$ cat config.mk
export PLATFORM = sky130hd
export DESIGN_NAME = bx_hold_ptr
export DESIGN_NICKNAME = d
export VERILOG_FILES = /design/src/rtl/bx_hold_ptr.sv
export SDC_FILE = /design/constraint.sdc
export NUM_CORES = 1
export LEC_CHECK = 0
export BUFFER_PORTS_ARGS = -buffer_cell sky130_fd_sc_hd__buf_4
export CORE_MARGIN = 2
export CORE_UTILIZATION = 30
export DETAILED_ROUTE_END_ITERATION = 7
export PLACE_DENSITY = 0.47
export REMOVE_ABC_BUFFERS = 1
export SKIP_LAST_GASP = 1
export SLEW_MARGIN = 10
export SYNTH_ARGS = -nofsm -noshare
export SYNTH_HDL_FRONTEND = slang
export SYNTH_SLANG_ARGS = --single-unit
export TNS_END_PERCENT = 50
$ cat constraint.sdc
create_clock -name clk -period 4.59 [get_ports clk]
set_clock_uncertainty 0.15 [all_clocks]
set_input_delay 0.459 -clock clk [delete_from_list [all_inputs] [get_ports clk]]
set_output_delay 0.459 -clock clk [all_outputs]
set_load 0.005 [all_outputs]
$ cat src/rtl/bx_hold_ptr.sv
module bx_hold_ptr #(
  parameter int NUM_CH    = 36,
  parameter int NUM_SLOTS = 5,
  parameter int BX_W      = 24,
  localparam int PTR_W    = $clog2(NUM_SLOTS + 1),
  localparam int RD_W     = (NUM_SLOTS > 1) ? $clog2(NUM_SLOTS) : 1
) (
  input  logic              clk,
  input  logic              rst_n,
  input  logic              acq_start,
  input  logic              bx_sync,
  input  logic [NUM_CH-1:0] ch_trig,
  input  logic              force_trig,
  output logic              hold,
  output logic [PTR_W-1:0]  slot_addr,
  output logic              mem_full,
  output logic [BX_W-1:0]   bx_now,
  input  logic [RD_W-1:0]   rd_slot,
  output logic [BX_W-1:0]   rd_bx
);

  logic [BX_W-1:0]  bx_cnt;
  logic [PTR_W-1:0] wr_ptr;
  logic             hold_q;
  logic [BX_W-1:0]  stamp [NUM_SLOTS];

  wire any_trig = (|ch_trig) | force_trig;
  wire full     = (wr_ptr == PTR_W'(NUM_SLOTS));
  wire take     = bx_sync & any_trig & ~full & ~acq_start;

  always_ff @(posedge clk) begin
    if (!rst_n || acq_start) begin
      bx_cnt <= '0;
      wr_ptr <= '0;
      hold_q <= 1'b0;
    end else begin
      hold_q <= bx_sync;
      if (bx_sync) bx_cnt <= bx_cnt + 1'b1;
      if (take)    wr_ptr <= wr_ptr + 1'b1;
    end
  end

  for (genvar g = 0; g < NUM_SLOTS; g++) begin : g_slot
    always_ff @(posedge clk)
      if (rst_n && take && wr_ptr == PTR_W'(g)) stamp[g] <= bx_cnt;
  end

  always_comb begin
    rd_bx = '0;
    for (int i = 0; i < NUM_SLOTS; i++)
      if (rd_slot == RD_W'(i) && PTR_W'(i) < wr_ptr) rd_bx = stamp[i];
  end

  assign hold      = hold_q;
  assign slot_addr = wr_ptr;
  assign mem_full  = full;
  assign bx_now    = bx_cnt;

endmodule

==> flow_summary.toml <==
[cts]
root_buffer = "clkbuf_16"
cts_max_level = 4
clockBufferDepth = 2
cts_hold_buf = 0
clk_latency_ns = 0.42
cts_tree = "done"
cts_sinks = 148
post_cts_buffers = 0
clkTransAtPathRegs_ns = 0.06
cts_buffers = 17
cts_resized = 0

[cells_and_area]
syn_to_final_growth_pct = 28.3
drive_above_1_share_pct = 25.7
ff_latch_area_um2 = 4160
fillCellCount = 1863
antenna_cells = 0
final_nets = 581
multiInputGateArea_um2 = 1680

[synth]
synthFlopType = "edfxtp_1"
synth.distinct_cells = 42
async_reset_ff_share_pct = 0
ys_top_cells_by_count = "120 x edfxtp_1, 35 x a22oi_1, 33 x nor2_1, 29 x nand2_1, 28 x dfxtp_1"
yosysSeqAreaShare_pct = 70.7
yosysWarnings = 0
netlist_area_um2 = 5890
synth_most_common_cell = "edfxtp_1"
synth_area_leaders = "edfxtp_1 61%, dfxtp_1 9.5%, a22oi_1 4.5%, a31oi_1 2.5%, nor2_1 2.1%"
yosys.area.top_type = "edfxtp_1"
syn_area_per_cell_um2 = 13.7
synth_edf_count = 120
ys_ff_latch = 148
synth_top_cell_area_share_pct = 61.2
netlist_instances = 431

[drt]
drtIter0Drc = 252
drt-wirelength-per-cell_um = 18.8
vias = 4056
viasPerCell = 5.01
wl_mm = 15.2
drcViolationCount = 0
ant_nets = 0
dr.pass1.iters = 4

[place]
io_buffers = 96
routabilityCongestion = 0.726
dpl.hpwl_mm = 9.43
place_ws_ns = 1.31

[sta]
max-slew-margin-rel_pct = 19.8
setup_viol = 0
rsz0062_at_grt = "false"
finalCritPeriodShare_pct = 78.8
fin_crit_ns = 3.62
hold_viol_final = 0
slew_violations = 0
fmax_mhz = 277
tightest_slew_ns = 1.19
setup_slack_ns = 0.974
final.setup.tns_ns = 0

[critical_path]
worstSetupPathType = "reg2out"
critical-path-max-stage-delay_ns = 0.90
worst_setup_path_start_kind = "flip-flop"
cp_slowest_cell = "o2111ai_4"
crit_arrival_ns = 3.01
path_cells = "o2111ai_4 > and2_1 > a31oi_1 > buf_4"
crit_path_end_kind = "output pin"
reg2reg_depth = 6
worst-path-max-fanout = 36
required_ns = 3.98

[die]
die_y_um = 144
core_um2 = 19300
initial_core_util_pct = 30.5
die_w_um = 144
die_area_um2 = 20800
row_count = 51
pin_count = 97

[global_routing]
grt_usage_pct = 15.4
grt_antenna_before_repair = 0
grt_start_max_net_pins = 37
grt_overflow_total = 0
grt_pass1_vias = 4201
grt_pass1_wl_mm = 23.7

[worst_hold_path]
whs_path_depth = 2
hold_path_class = "in2reg"

[run]
cap_violations = 0

[power_and_ir_drop]
powerDensity_nw_per_um2 = 383
ir_worst_vdd_mv = 0.232
leakage_nw = 2.57

[status]
outcome = "finished, final reports clean"
==> routing by layer <==
| layer | track usage, % | share of wire [%] | vias to the layer above |
|---|---|---|---|
| li1 | - | - | 1928 |
| met3 | 4.50 | 6.3 | 8 |
| met4 | 4.90 | 0.58 | 0 |
| met2 | 24.4 | 48 | 128 |
| met1 | 20.5 | 45 | 1992 |
| met5 | 0 | 0 | - |
==> state kept, by name, indices dropped and copies added, names as in the netlist <==
name and cells:
stamp 120, slot_addr 3, hold 1, bx_now 24
==> path summary, 6_finish.rpt <==
path	to	slack [ns]	start
max reg2reg	stamp[0][10]	1.66	slot_addr[1]
max	rd_bx[2]	0.97	slot_addr[0]
min reg2reg	stamp[0][94]	0.43	bx_now[22]
min	hold	0.21	bx_sync
==> worst max-delay path: cells and delay by family, from the launching register on <==
kind / cells / cell delay [ns]
AO/OA/AOI/OAI: 2 / 1.18
buffers and inverters: 1 / 0.22
flip-flops: 1 / 0.42
AND/OR/NAND/NOR: 1 / 0.75
==> through the flow <==
stage          area [um^2]  power, mW  util, %  hold WS (ns)  instances
2_1_floorplan         5780       1.49        -         0.376        409
6_report              7560       2.89     39.1         0.206        810
3_3_place_gp          6970       1.55     36.1         0.421        778
5_1_grt               7560       2.99     39.1         0.199        810
4_1_cts               7560       2.92     39.1         0.193        810
3_5_place_dp          6970       1.55     36.1         0.429        778
==> layout make-up <==
class,count,area share (%)
clock inverters,4,0.927
clock buffers,28,6.84
well taps,265,4.39
inverters,4,0.199
multi-input cells,257,22.2
flip-flops and latches,148,55.1
repair buffers,104,10.3
==> layout by cell type, fill, tap and decap left out, types with 3 or more instances in the layout <==
master	n
o22ai_1	13
a21oi_1	7
xnor2_1	3
xor2_1	8
o211ai_1	4
nand2_1	29
o31ai_1	5
clkbuf_16	17
or4_1	12
inv_1	4
or3_1	3
a22oi_1	35
o21ai_0	8
clkbuf_1	6
clkbuf_8	5
and2_1	4
a31oi_1	24
nand4_1	12
nor4_1	12
nor2_1	29
ha_1	5
nand2b_1	3
dfxtp_1	28
buf_4	104
edfxtp_1	120
nand3_1	15
==> power by group <==
part | switching (mW) | internal [mW]
logic | 0.0362 | 0.0365
registers | 0.00558 | 1.44
clock network | 0.503 | 0.872
==> cell families after synthesis <==
kind of cell / Yosys count / synth area share, %
buffers and inverters: 26 / 2.04
AO/OA/AOI/OAI: 101 / 11.7
multiplexers: 1 / 0.170
flip-flops: 148 / 70.7
adder cells (fa/ha/maj): 5 / 1.06
AND/OR/NAND/NOR: 139 / 12.7
XOR/XNOR: 11 / 1.64
No activity file was read; power rests on OpenSTA's default activity.
